## src/rtl/sfifo_irq_pkg.sv

```systemverilog
package sfifo_irq_pkg;

    typedef enum logic [2:0] {
        REG_TXDATA = 3'd0,
        REG_RXDATA = 3'd1,
        REG_TXWM   = 3'd2,
        REG_RXWM   = 3'd3,
        REG_IE     = 3'd4,
        REG_IP     = 3'd5,
        REG_ERR    = 3'd6
    } reg_sel_e;

    localparam int FLAG_BIT = 31;

endpackage

```

## src/rtl/sfifo_buf.sv

```systemverilog
// Circular byte queue that accepts up to LANES bytes per cycle (clipped to free
// space) and releases at most one. DEPTH must be a power of two.
module sfifo_buf #(
    parameter  int DEPTH = 8,
    parameter  int W     = 8,
    parameter  int LANES = 1,
    localparam int AW    = $clog2(DEPTH),
    localparam int CW    = $clog2(DEPTH + 1),
    localparam int NW    = $clog2(LANES + 1)
) (
    input  logic                 clk,
    input  logic                 rst_n,
    input  logic [NW-1:0]        push_n,
    input  logic [LANES*W-1:0]   push_data,
    input  logic                 pop,
    output logic [W-1:0]         head,
    output logic [CW-1:0]        count,
    output logic [NW-1:0]        taken,
    output logic                 full,
    output logic                 empty
);

    localparam int SW = ((CW > NW) ? CW : NW) + 1;

    typedef struct packed {
        logic [DEPTH-1:0][W-1:0] mem;
        logic [AW-1:0]           wptr;
        logic [AW-1:0]           rptr;
        logic [CW-1:0]           cnt;
    } buf_st_t;

    buf_st_t        st_d, st_q;
    logic [SW-1:0]  free_w, req_w, take_w;
    logic           popped;

    always_comb begin
        st_d   = st_q;
        free_w = SW'(DEPTH) - SW'(st_q.cnt);
        req_w  = SW'(push_n);
        take_w = (req_w > free_w) ? free_w : req_w;
        popped = pop && (st_q.cnt != '0);
        for (int i = 0; i < LANES; i++) begin
            if (SW'(i) < take_w) begin
                st_d.mem[st_q.wptr + AW'(i)] = push_data[i*W +: W];
            end
        end
        st_d.wptr = st_q.wptr + AW'(take_w);
        if (popped) begin
            st_d.rptr = st_q.rptr + AW'(1);
        end
        st_d.cnt = st_q.cnt + CW'(take_w) - CW'(popped);
    end

    always_ff @(posedge clk) begin
        if (!rst_n) begin
            st_q <= '0;
        end else begin
            st_q <= st_d;
        end
    end

    assign head  = st_q.mem[st_q.rptr];
    assign count = st_q.cnt;
    assign taken = NW'(take_w);
    assign full  = (st_q.cnt == CW'(DEPTH));
    assign empty = (st_q.cnt == '0);

    // Fill level never passes the queue size.
    assert_cnt_bound_R5: assert property (@(posedge clk) disable iff (!rst_n)
        st_q.cnt <= CW'(DEPTH));

    // A full queue without a removal keeps its oldest byte and stays full.
    assert_full_no_write_R6: assert property (@(posedge clk) disable iff (!rst_n)
        (full && !pop) |=> (full && $stable(head)));

endmodule

```

## src/rtl/sfifo_wm_irq.sv

```systemverilog
// Watermark comparison, transmit-side hold window and interrupt combine.
module sfifo_wm_irq #(
    parameter  int DEPTH = 8,
    parameter  int DLY   = 5,
    localparam int CW    = $clog2(DEPTH + 1),
    localparam int WMW   = $clog2(DEPTH),
    localparam int DW    = (DLY > 0) ? $clog2(DLY + 1) : 1
) (
    input  logic           clk,
    input  logic           rst_n,
    input  logic [CW-1:0]  tx_count,
    input  logic [CW-1:0]  rx_count,
    input  logic [WMW-1:0] tx_mark,
    input  logic [WMW-1:0] rx_mark,
    input  logic           en_tx,
    input  logic           en_rx,
    input  logic           tx_event,
    output logic           tx_pend,
    output logic           rx_pend,
    output logic           irq
);

    typedef struct packed {
        logic [DW-1:0] dly;
        logic          tx_pend;
    } wm_st_t;

    wm_st_t st_d, st_q;

    always_comb begin
        st_d = st_q;
        if (tx_event) begin
            st_d.dly = DW'(DLY);
        end else if (st_q.dly != '0) begin
            st_d.dly = st_q.dly - DW'(1);
        end else begin
            st_d.tx_pend = (tx_count < CW'(tx_mark));
        end
    end

    always_ff @(posedge clk) begin
        if (!rst_n) begin
            st_q <= '0;
        end else begin
            st_q <= st_d;
        end
    end

    assign tx_pend = st_q.tx_pend;
    assign rx_pend = (rx_count > CW'(rx_mark));
    assign irq     = (st_q.tx_pend & en_tx) | (rx_pend & en_rx);

    // While the hold window is open the transmit pending bit does not move.
    assert_tx_hold_R2: assert property (@(posedge clk) disable iff (!rst_n)
        (st_q.dly != '0) |=> $stable(tx_pend));

endmodule

```

## src/rtl/uart_fifo_wm_irq.sv

```systemverilog
module uart_fifo_wm_irq
    import sfifo_irq_pkg::*;
#(
    parameter  int DEPTH      = 8,
    parameter  int LANES      = 4,
    parameter  int TX_IRQ_DLY = 5,
    localparam int CW         = $clog2(DEPTH + 1),
    localparam int WMW        = $clog2(DEPTH),
    localparam int NW         = $clog2(LANES + 1)
) (
    input  logic          clk,
    input  logic          rst_n,
    input  logic          bus_wr,
    input  logic          bus_rd,
    input  logic [2:0]    bus_addr,
    input  logic [31:0]   bus_wdata,
    input  logic [NW-1:0] bus_nbytes,
    output logic [31:0]   bus_rdata,
    output logic          irq,
    output logic          ser_valid,
    output logic [7:0]    ser_byte,
    input  logic          ser_ready,
    input  logic          des_valid,
    input  logic [7:0]    des_byte,
    output logic          des_ready
);

    typedef struct packed {
        logic [WMW-1:0] txmark;
        logic [WMW-1:0] rxmark;
        logic           en_tx;
        logic           en_rx;
        logic           ovf;
    } ctl_st_t;

    ctl_st_t        st_d, st_q;
    reg_sel_e       sel;
    logic [NW-1:0]  tx_req, tx_taken;
    logic [CW-1:0]  tx_count, rx_count;
    logic           tx_full, tx_empty, tx_pop;
    logic           rx_full, rx_empty, rx_pop;
    logic [7:0]     rx_head;
    logic [0:0]     rx_req, rx_taken;
    logic           tx_pend, rx_pend;

    assign sel = reg_sel_e'(bus_addr);

    always_comb begin
        tx_req = '0;
        if (bus_wr && sel == REG_TXDATA) begin
            tx_req = (bus_nbytes > NW'(LANES)) ? NW'(LANES) : bus_nbytes;
        end
    end

    assign tx_pop    = ser_valid && ser_ready;
    assign ser_valid = !tx_empty;
    assign rx_req    = 1'(des_valid && des_ready);
    assign des_ready = !rx_full;
    assign rx_pop    = bus_rd && sel == REG_RXDATA;

    sfifo_buf #(.DEPTH(DEPTH), .W(8), .LANES(LANES)) u_txq (
        .clk(clk), .rst_n(rst_n),
        .push_n(tx_req), .push_data(bus_wdata[LANES*8-1:0]), .pop(tx_pop),
        .head(ser_byte), .count(tx_count), .taken(tx_taken),
        .full(tx_full), .empty(tx_empty)
    );

    sfifo_buf #(.DEPTH(DEPTH), .W(8), .LANES(1)) u_rxq (
        .clk(clk), .rst_n(rst_n),
        .push_n(rx_req), .push_data(des_byte), .pop(rx_pop),
        .head(rx_head), .count(rx_count), .taken(rx_taken),
        .full(rx_full), .empty(rx_empty)
    );

    sfifo_wm_irq #(.DEPTH(DEPTH), .DLY(TX_IRQ_DLY)) u_wm (
        .clk(clk), .rst_n(rst_n),
        .tx_count(tx_count), .rx_count(rx_count),
        .tx_mark(st_q.txmark), .rx_mark(st_q.rxmark),
        .en_tx(st_q.en_tx), .en_rx(st_q.en_rx),
        .tx_event((tx_taken != '0) || tx_pop),
        .tx_pend(tx_pend), .rx_pend(rx_pend), .irq(irq)
    );

    always_comb begin
        st_d = st_q;
        if (bus_wr) begin
            case (sel)
                REG_TXWM: st_d.txmark = bus_wdata[WMW-1:0];
                REG_RXWM: st_d.rxmark = bus_wdata[WMW-1:0];
                REG_IE: begin
                    st_d.en_tx = bus_wdata[0];
                    st_d.en_rx = bus_wdata[1];
                end
                REG_ERR: if (bus_wdata[0]) st_d.ovf = 1'b0;
                default: ;
            endcase
        end
        if (tx_taken < tx_req) begin
            st_d.ovf = 1'b1;
        end
    end

    always_ff @(posedge clk) begin
        if (!rst_n) begin
            st_q <= '0;
        end else begin
            st_q <= st_d;
        end
    end

    always_comb begin
        bus_rdata = '0;
        if (bus_rd) begin
            case (sel)
                REG_TXDATA: begin
                    bus_rdata[FLAG_BIT] = tx_full;
                    bus_rdata[CW-1:0]   = tx_count;
                end
                REG_RXDATA: begin
                    if (rx_empty) bus_rdata[FLAG_BIT] = 1'b1;
                    else          bus_rdata[7:0]      = rx_head;
                end
                REG_TXWM: bus_rdata[WMW-1:0] = st_q.txmark;
                REG_RXWM: bus_rdata[WMW-1:0] = st_q.rxmark;
                REG_IE:   bus_rdata[1:0]     = {st_q.en_rx, st_q.en_tx};
                REG_IP:   bus_rdata[1:0]     = {rx_pend, tx_pend};
                REG_ERR:  bus_rdata[0]       = st_q.ovf;
                default:  ;
            endcase
        end
    end

    // An interrupt with the transmit enable off must come from receive fill.
    assert_irq_source_R4: assert property (@(posedge clk) disable iff (!rst_n)
        (irq && !st_q.en_tx) |-> (rx_count > CW'(st_q.rxmark)));

    // Overflow flag is only cleared by an explicit write of 1.
    assert_ovf_sticky_R9: assert property (@(posedge clk) disable iff (!rst_n)
        (st_q.ovf && !(bus_wr && sel == REG_ERR && bus_wdata[0])) |=> st_q.ovf);

    // A byte offered while ready is taken by the receive queue.
    assert_rx_accept_R10: assert property (@(posedge clk) disable iff (!rst_n)
        (des_valid && des_ready) |-> (rx_taken == 1'b1));

    // A stalled transmit byte stays presented unchanged.
    assert_ser_hold_R10: assert property (@(posedge clk) disable iff (!rst_n)
        (ser_valid && !ser_ready) |=> (ser_valid && $stable(ser_byte)));

endmodule

```

## config.mk

```make
export PLATFORM = sky130hd
export DESIGN_NAME = uart_fifo_wm_irq
export DESIGN_NICKNAME = d
export VERILOG_FILES = /design/src/rtl/sfifo_irq_pkg.sv /design/src/rtl/sfifo_buf.sv /design/src/rtl/sfifo_wm_irq.sv /design/src/rtl/uart_fifo_wm_irq.sv
export SDC_FILE = /design/constraint.sdc
export NUM_CORES = 1
export LEC_CHECK = 0
export CAP_MARGIN = 10
export CORE_ASPECT_RATIO = 1.4
export CORE_UTILIZATION = 25
export CTS_BUF_LIST = sky130_fd_sc_hd__clkbuf_16
export DETAILED_ROUTE_END_ITERATION = 10
export PLACE_DENSITY = 0.43
export SYNTH_ARGS = -nofsm -noshare
export SYNTH_HDL_FRONTEND = slang
export SYNTH_SLANG_ARGS = --single-unit
export TNS_END_PERCENT = 1
```

## constraint.sdc

```tcl
create_clock -name clk -period 4.35 [get_ports clk]
set_clock_uncertainty 0.2 [all_clocks]
set_input_delay 1.0875 -clock clk [delete_from_list [all_inputs] [get_ports clk]]
set_output_delay 1.0875 -clock clk [all_outputs]
set_load 0.03 [all_outputs]
```

[Word level (Yosys, flattened, before mapping)]
Index checks and enable logic that the tools add are counted.
Word-level totals
  bits of input ports: 52
  output and inout bits: 43
  flip-flop bits (word level): 161
  word-level logic and storage cells: 155
Cells by class
  reductions and logical operators: 31
  muxes and demuxes: 43
  equality and inequality tests: 8
  order comparisons: 23
  bitwise operators: 6
  $add $sub $neg: 14
Operators with widths (count)
  64-bit bitwise mux: 5
  64-bit two-way mux: 4
  8-bit demux with 3-bit select: 5
  8-bit two-way mux: 9
  8-bit binary-select mux with 3-bit select: 2
  3-bit by 4-bit less-than comparator with 1-bit output (second input constant): 7
  3-bit by 1-bit greater-or-equal comparator with 1-bit output (second input constant): 5
  1-bit by 5-bit less-than comparator with 1-bit output (first input constant): 3
  3-bit two-way mux: 4
  1-bit logical AND: 11
  2-bit by 5-bit less-than comparator with 1-bit output (first input constant): 2
  5-bit two-way mux: 2
  4-bit by 4-bit subtractor with 5-bit output (first input constant): 2
  3-bit by 1-bit adder with 3-bit output (second input constant): 3
  3-bit equality test (second input constant): 3
  4-bit adder: 2
  4-bit equality test (second input constant): 2
  4-bit zero test: 2
  2-bit AND reduction: 4
  2-bit nonzero test: 4
  4-bit nonzero test: 2
  4-bit by 1-bit subtractor with 4-bit output: 2
  1-bit case mux with 7 select lines: 1
  3-bit by 2-bit adder with 3-bit output (second input constant): 2
  other kinds (24): 37

[Logic depth before layout (Yosys ltp)]
Gate-level depths: netlist of run 1.
  word-level depth: 13
  gate-level depth with buffers: 18
  depth with buffers taken out: 17

[By module]
From an unflattened synthesis of run 1, not the netlist that was laid out.
Unflattened totals
  cell total of the unflattened synthesis: 1495
  area total of the unflattened synthesis: 12331.8 µm²
By module, submodules not included
  sfifo_buf at u_rxq: seq. area each 1481.4 µm², instances 1, area an instance 5686.7 µm², cells an instance 743
  sfifo_buf at u_txq: seq. area each 1481.4 µm², instances 1, area an instance 5368.9 µm², cells an instance 595
  uart_fifo_wm_irq: seq. area each 180.2 µm², instances 1, area an instance 918.4 µm², cells an instance 114
  sfifo_wm_irq: seq. area each 80.1 µm², instances 1, area an instance 357.8 µm², cells an instance 43

[Worst setup path before layout of run 1]
Ideal clock, no wire load.
  path type: in2reg
  start point: input port bus_addr[2]
  end point: register u_txq.st_q, in the netlist u_txq.count[3]
  arrival time: 4333 ps
  path buffers: 1
  data required time: 4022 ps
  library setup time: 128 ps
  setup slack: -310 ps
  cell stages on the path: 17
  path through: buf_2 > nor4b_4 > and3b_1 > ha_1 > nor2b_1 > o21a_1 > maj3_2 > and2_1 > a21oi_1 > inv_2 > ha_1 > inv_1 > ha_1 > a21o_1 > a21oi_1 > xnor2_1 > nor2_1
On the way
  longest elaborated chain between the ends: 7
Ends and longest elaborated chain
  from (decl): line uart_fifo_wm_irq.sv:15  | input logic [2:0] bus_addr,
  3-bit zero test (*): line uart_fifo_wm_irq.sv:50  | if (bus_wr && sel == REG_TXDATA) begin
  1-bit logical AND (*): line uart_fifo_wm_irq.sv:50
  3-bit two-way mux (*): line uart_fifo_wm_irq.sv:50
  3-bit by 5-bit greater-than comparator with 1-bit output: line sfifo_buf.sv:40  | take_w = (req_w > free_w) ? free_w : req_w;
  5-bit two-way mux (*): line sfifo_buf.sv:40
  4-bit adder (*): line sfifo_buf.sv:51  | st_d.cnt = st_q.cnt + CW'(take_w) - CW'(popped);
  4-bit by 1-bit subtractor with 4-bit output (*): line sfifo_buf.sv:51
  to (signal assigned): line sfifo_buf.sv:58  | st_q <= st_d;
  to (decl): line sfifo_buf.sv:32  | buf_st_t st_d, st_q;
Mark *: on every way between the ends. The rest lies on a longest branch, timed or not.
A chain may end at the register's enable or synchronous reset.

[Worst setup path after layout of run 1]
Ends and elaborated chain as after synthesis.

==> results of run 1 <==
-- cell usage in the layout, fill, tap and decap left out, types with 6 or more instances in the layout --
cell / instances
a211o_1: 27
dfxtp_1: 161
clkinv_8: 6
a22o_1: 36
o31ai_1: 7
o21ai_1: 8
inv_12: 6
nor2b_1: 14
o2bb2ai_1: 12
inv_1: 34
clkbuf_16: 17
buf_12: 17
nand2_1: 42
a21o_1: 24
nand2b_1: 8
nor2_1: 158
ha_1: 28
mux2_2: 8
o21ai_0: 36
clkdlybuf4s50_1: 58
xor2_1: 7
conb_1: 25
xnor2_1: 8
a21oi_1: 33
o22ai_1: 17
nand3_1: 8
mux4_2: 33
a32oi_1: 47
mux2i_1: 115
a22oi_1: 9
buf_4: 106
nor3_2: 7
and2_1: 14
-- routing by layer --
metal | track usage [%] | routed length [um] | vias up
met5 | 0 | 0 | -
met4 | 9.44 | 1570 | 0
met3 | 2.55 | 1650 | 81
met2 | 32.0 | 18600 | 323
met1 | 22.5 | 16300 | 4361
li1 | - | - | 4281
-- logic make-up after synthesis --
kind of cell / Yosys count
flops: 161
mux: 156
other cells: 2
fa+ha+maj: 37
buf+inv: 163
simple gates: 288
compound gates: 296
xor+xnor: 16
-- power breakdown --
| group | internal, uW | switching [uW] |
|---|---|---|
| sequential | 1660 | 168 |
| combinational | 1070 | 1410 |
| clock | 823 | 854 |
| total | 3560 | 2440 |
-- worst max-delay path, cell delays in order --
cell and delay [ps]:
dlymetal6s2s_1 160, nor4b_4 390, and3b_2 280, ha_4 210
nor2b_4 120, o21a_1 200, maj3_2 350, and2_4 160
a21oi_4 170, inv_4 70, ha_4 230, inv_2 80
ha_4 190, a21o_1 180, a21oi_2 140, xnor2_1 120
nor2_1 50
-- layout make-up --
type	instances	area share [%]
multi-input combinational	818	50.0
sequential	161	24.8
timing repair buffer	187	13.8
tap	534	5.14
clock buffer	17	3.27
clock inverter	15	1.83
inverter	40	1.21
-- registers in the layout, summed over array words and instances, names as in the netlist --
name / count
st_q: 9
u_txq.count: 4
u_wm.st_q: 3
u_rxq.count: 4
u_txq.st_q: 70
u_wm.tx_pend: 1
u_rxq.st_q: 70
-- metrics by stage --
stage                     cells  utilization [%]  total power (uW)
after floorplan            1142                -              3480
after detailed placement   1738             30.5              4350
after global placement     1738             30.5              4330
final                      1772             32.3              5990
after CTS                  1772             32.2              6050
after global routing       1772             32.3              6370
-- worst max-delay path by stage --
stage | startpoint | to | slack [ps] | cells past startpoint
2_1_floorplan | bus_addr[2] | u_txq.st_q[9] | -50 | 16
3_3_place_gp | bus_addr[2] | u_txq.st_q[24] | -460 | 15
3_5_place_dp | bus_addr[2] | u_txq.count[3] | -490 | 18
4_1_cts | bus_addr[1] | u_txq.count[3] | -8 | 17
5_1_grt | bus_addr[2] | u_txq.count[3] | 70 | 18
6_report | bus_addr[2] | u_txq.count[3] | 270 | 17
-- what timing repair did --
item                       in CTS  in global routing
pin swaps                       1                  4
resized for setup               6                  6
cloned                          0                  0
hold buffers                    0                  0
setup endpoints to repair       2                 68
hold endpoints to repair        0                  0
buffers inserted                2                  0
==> metrics.csv, run 1 <==
metric;value;unit
status;finished, final reports clean;
vias in the first global route;9082;
Placement Rows;87;
f_max;245;MHz
predominant post-synthesis flop cell;dfxtp_1;
static leakage;0.00515;uW
VDD IR max;263;uV
worst hold start;st_q[0];
Root Buffer;clkbuf_16;
fill count;4186;
Sink Count;161;
Yosys Warn Count;0;
DPL Wire Length;27.4;mm
DRC viols;0;
largest family of logic cells by synthesized area;compound AO/OA/AOI/OAI gates;
Worst EP arrival;4210;ps
post-synthesis mux area share;19.4;%
CTS buffer count;17;
synth unique cells;75;
FF+latch count, synth;161;
critical path startpoint category;input pin;
drt via density;5.10;
Min-Delay Path Class;reg2reg;
# port buffers;71;
reg2reg start;u_txq.count[1];
unrepaired setup endpoints after global routing;no;
GPL Wtd Cong;0.873;
htree depth;4;
fin crit share;93.8;%
core area;40300;um^2
Initial Util;25.4;%
Pre-Repair DR Iteration Count;5;
final worst slack;269;ps
post-synthesis xor/xnor area fraction;1.37;%
Tmin final;4080;ps
Hold Violations, Final;0;
Ports;95;
power per cell area;461;nW/um^2
Die Wd;173;um
FF-to-FF setup slack;630;ps
Adder-Cell Fraction of Synth Area;4.81;%
commonest cells in the netlist;dfxtp_1, nor2_1, mux2i_1;
Min Hold Slack;296;ps
clock tree from TritonCTS;done;
1st-iter DRT viols;693;
GR Overflow Total;0;
top cell type's share of synthesized area;31.5;%
Reg-to-Reg End;u_txq.count[3];
final setup vio count;0;
Crit Path Class;in2reg;
Multi-input gate area;6490;um^2
MaxCap Viol Count;0;
Reg2Reg Depth;17;
Post-synth ARST share;0;%
post-synthesis cell count;1119;
syn avg cell area;9.13;um^2
Layout area overhead;27.2;%
number of synthesized flops with an enable pin;0;
All-Layer GR Usage;18.5;%
post-synthesis sequential area ratio;31.5;%
Setup WS pre-CTS;-485;ps
relative slew slack;45.7;%
area of the die;41700;um^2
# diodes;0;
Cells on Worst Hold Path;2;
share of layout cells above drive strength 1;20.1;%
most common cell in the netlist;dfxtp_1;
Worst Path Required;4480;ps
post-route cell area;13000;um^2
Reg clk slew, reported paths;80;ps
Vias;9046;
synthesized-area fraction occupied by and/or/nand/nor cells;13.4;%
first-pass GRT wire length;57.4;mm
Max Buffers Root-to-Sink;2;
Yosys top cell by area;dfxtp_1;
initial antenna violation count;0;
Min-Delay Endpoint;st_q[0];
largest net degree at the start of global routing;82;
critical path fanouts, max;5;
clock latency on the worst-skew pair;450;ps
Compound-Gate Fraction of Synth Area;22.4;%
Final ANT Viol Nets;0;
top area cells in the synthesized netlist;dfxtp_1, mux2i_1, mux4_2, nor2_1, a32oi_1;
post-layout net count;1313;
crit end category;flop;
Post-Syn Area;10200;um^2
Slew Viols, Final;0;
worst slew pin tran;812;ps
Detailed Route WL;38.1;mm
FF/Latch Area;3220;um^2
die height;241;um
DP Area;12300;um^2
setup TNS;0;ps
Routed wire per std cell;21.5;um
No activity file was read; power rests on OpenSTA's default activity.
==> run 2, diff against run 1 <==
Settings changed: CAP_MARGIN 10 to default, MAX_ROUTING_LAYER from default to met4.
==> run 2 against run 1 <==
Against the previous run:
- register-to-register slack hardly changed
- routed wire length hardly changed
- largest power group unchanged
- non-clock buffer count stayed put
- global-route usage is 0.58 points higher
- clock power hardly changed
==> metrics.csv, run 2 (same netlist as run 1, synthesis figures left out) <==
metric;value;unit;change
fraction of power consumed by sequential logic;30.6;%;about the same
DPL Wire Length;27.4;mm;unchanged
Min Hold Slack;295;ps;was 296 ps
Sink Count;161;;unchanged
Core Util, Final;32.3;%;unchanged
final setup vio count;0;;unchanged
crit end category;flop;;unchanged
unrepaired setup endpoints after global routing;no;;unchanged
DRC viols;0;;unchanged
fin crit share;93.8;%;about the same
GPL Wtd Cong;0.888;;was 0.873
post-layout net count;1313;;unchanged
largest net degree at the start of global routing;82;;unchanged
Layout area overhead;27.2;%;unchanged
Max Buffers Root-to-Sink;2;;unchanged
f_max;245;MHz;about the same
Net Sw Power;2430;uW;was 2440 uW
Pre-Repair DR Iteration Count;5;;unchanged
setup TNS;0;ps;unchanged
Initial Util;25.4;%;unchanged
critical path startpoint category;input pin;;unchanged
Multi-input gate area;6490;um^2;unchanged
commonest non-fill, non-tap cell in the layout;dfxtp_1;;unchanged
Clk network pwr share;28.0;%;about the same
VDD IR max;263;uV;about the same
relative slew slack;42.2;%;was 45.7%
FF/Latch Area;3220;um^2;unchanged
most frequent cells in the layout;dfxtp_1, nor2_1, mux2i_1;;unchanged
Worst EP arrival;4210;ps;about the same
Placed Cells;1738;;unchanged
die height;241;um;unchanged
1st-iter DRT viols;702;;was 693
Finished Layout Cells;1772;;unchanged
Tmin final;4080;ps;about the same
clock latency on the worst-skew pair;450;ps;about the same
static leakage;0.00515;uW;unchanged
MaxCap Viol Count;0;;unchanged
Vias;9005;;was 9,046
critical path fanouts, max;5;;unchanged
# port buffers;71;;unchanged
Setup WS pre-CTS;-485;ps;unchanged
clock tree from TritonCTS;done;;unchanged
Combinational Power Share;41.4;%;about the same
drt via density;5.08;;was 5.10
vias in the first global route;9067;;was 9,082
fill count;4186;;unchanged
Die Wd;173;um;unchanged
Hold Violations, Final;0;;unchanged
CTS buffer count;17;;unchanged
All-Layer GR Usage;19.1;%;was 18.5%
Reg clk slew, reported paths;80;ps;about the same
share of layout cells above drive strength 1;20.1;%;unchanged
Worst Path Required;4480;ps;about the same
power per cell area;461;nW/um^2;about the same
htree depth;4;;unchanged
first-pass GRT wire length;57.4;mm;about the same
initial antenna violation count;0;;unchanged
Detailed Route WL;38.1;mm;about the same
area of the die;41700;um^2;unchanged
Placement Rows;87;;unchanged
worst slew pin tran;865;ps;was 812 ps
internal power;3560;uW;about the same
final worst slack;269;ps;about the same
Net Sw Frac;40.6;%;was 40.7%
Final ANT Viol Nets;0;;unchanged
Ports;95;;unchanged
status;finished, final reports clean;;unchanged
core area;40300;um^2;unchanged
biggest registers after layout;u_rxq.st_q x70, u_txq.st_q x70, st_q x9;;unchanged
GR Overflow Total;0;;unchanged
Root Buffer;clkbuf_16;;unchanged
# diodes;0;;unchanged
Min-Delay Path Class;reg2reg;;unchanged
Crit Path Class;in2reg;;unchanged
Slew Viols, Final;0;;unchanged
Routed wire per std cell;21.5;um;about the same
[run 2: cell counts in the layout (fill, tap and decap cells not counted)]
Identical to the previous run, type by type.
[run 2: power groups by stage]
stage / logic (uW) / clock network [uW] / registers, uW
after floorplan: 1690 / 0 / 1790
after detailed placement: 2490 / 0 / 1860
after CTS: 2500 / 1720 / 1830
final: 2480 / 1670 / 1830
after global placement: 2470 / 0 / 1860
after global routing: 2740 / 1780 / 1860
[run 2: final timing paths]
kind | to | slack, ps | cells after the start | startpoint
worst max-delay path | u_txq.count[3] | 270 | 17 | bus_addr[2]
worst min-delay path | st_q[0] | 300 | 2 | st_q[0]
worst max register to register | u_txq.count[3] | 630 | 17 | u_txq.count[1]
worst min register to register | st_q[0] | 300 | 2 | st_q[0]
[run 2: final cells by class]
type,instances,area share [%]
Inverter,40,1.21
Clock inverter,15,1.83
Timing Repair Buffer,187,13.8
Clock buffer,17,3.27
Tap cell,534,5.14
Multi-Input combinational cell,818,50.0
Sequential cell,161,24.8
[run 2: metrics by stage]
| step | area [um^2] | total power [uW] |
|---|---|---|
| after CTS | 13000 | 6050 |
| after detailed placement | 12300 | 4350 |
| after global routing | 13000 | 6370 |
| after global placement | 12300 | 4330 |
| final | 13000 | 5990 |
| after floorplan | 10400 | 3480 |
[run 2: timing repair]
action | 4_1_cts | 5_1_grt
hold buffers | 0 | 0
pin swaps | 1 | 4
setup endpoints to repair | 2 | 68
setup buffers | 2 | 0
resized for setup | 6 | 6
[run 2: layer usage]
metal / routed length (um) / GRT usage [%] / up-vias
met5: 0 / - / -
met4: 1520 / 9.41 / 0
met3: 1430 / 2.58 / 79
met2: 18700 / 32.0 / 297
met1: 16500 / 22.5 / 4344
li1: - / - / 4285
[run 2: worst max-delay path, stage by stage]
cell	delay, ps
dlymetal6s2s_1	160
nor4b_4	390
and3b_2	280
ha_4	210
nor2b_4	120
o21a_1	200
maj3_2	350
and2_4	170
a21oi_4	170
inv_4	70
ha_4	230
inv_2	80
ha_4	190
a21o_1	180
a21oi_2	140
xnor2_1	120
nor2_1	50
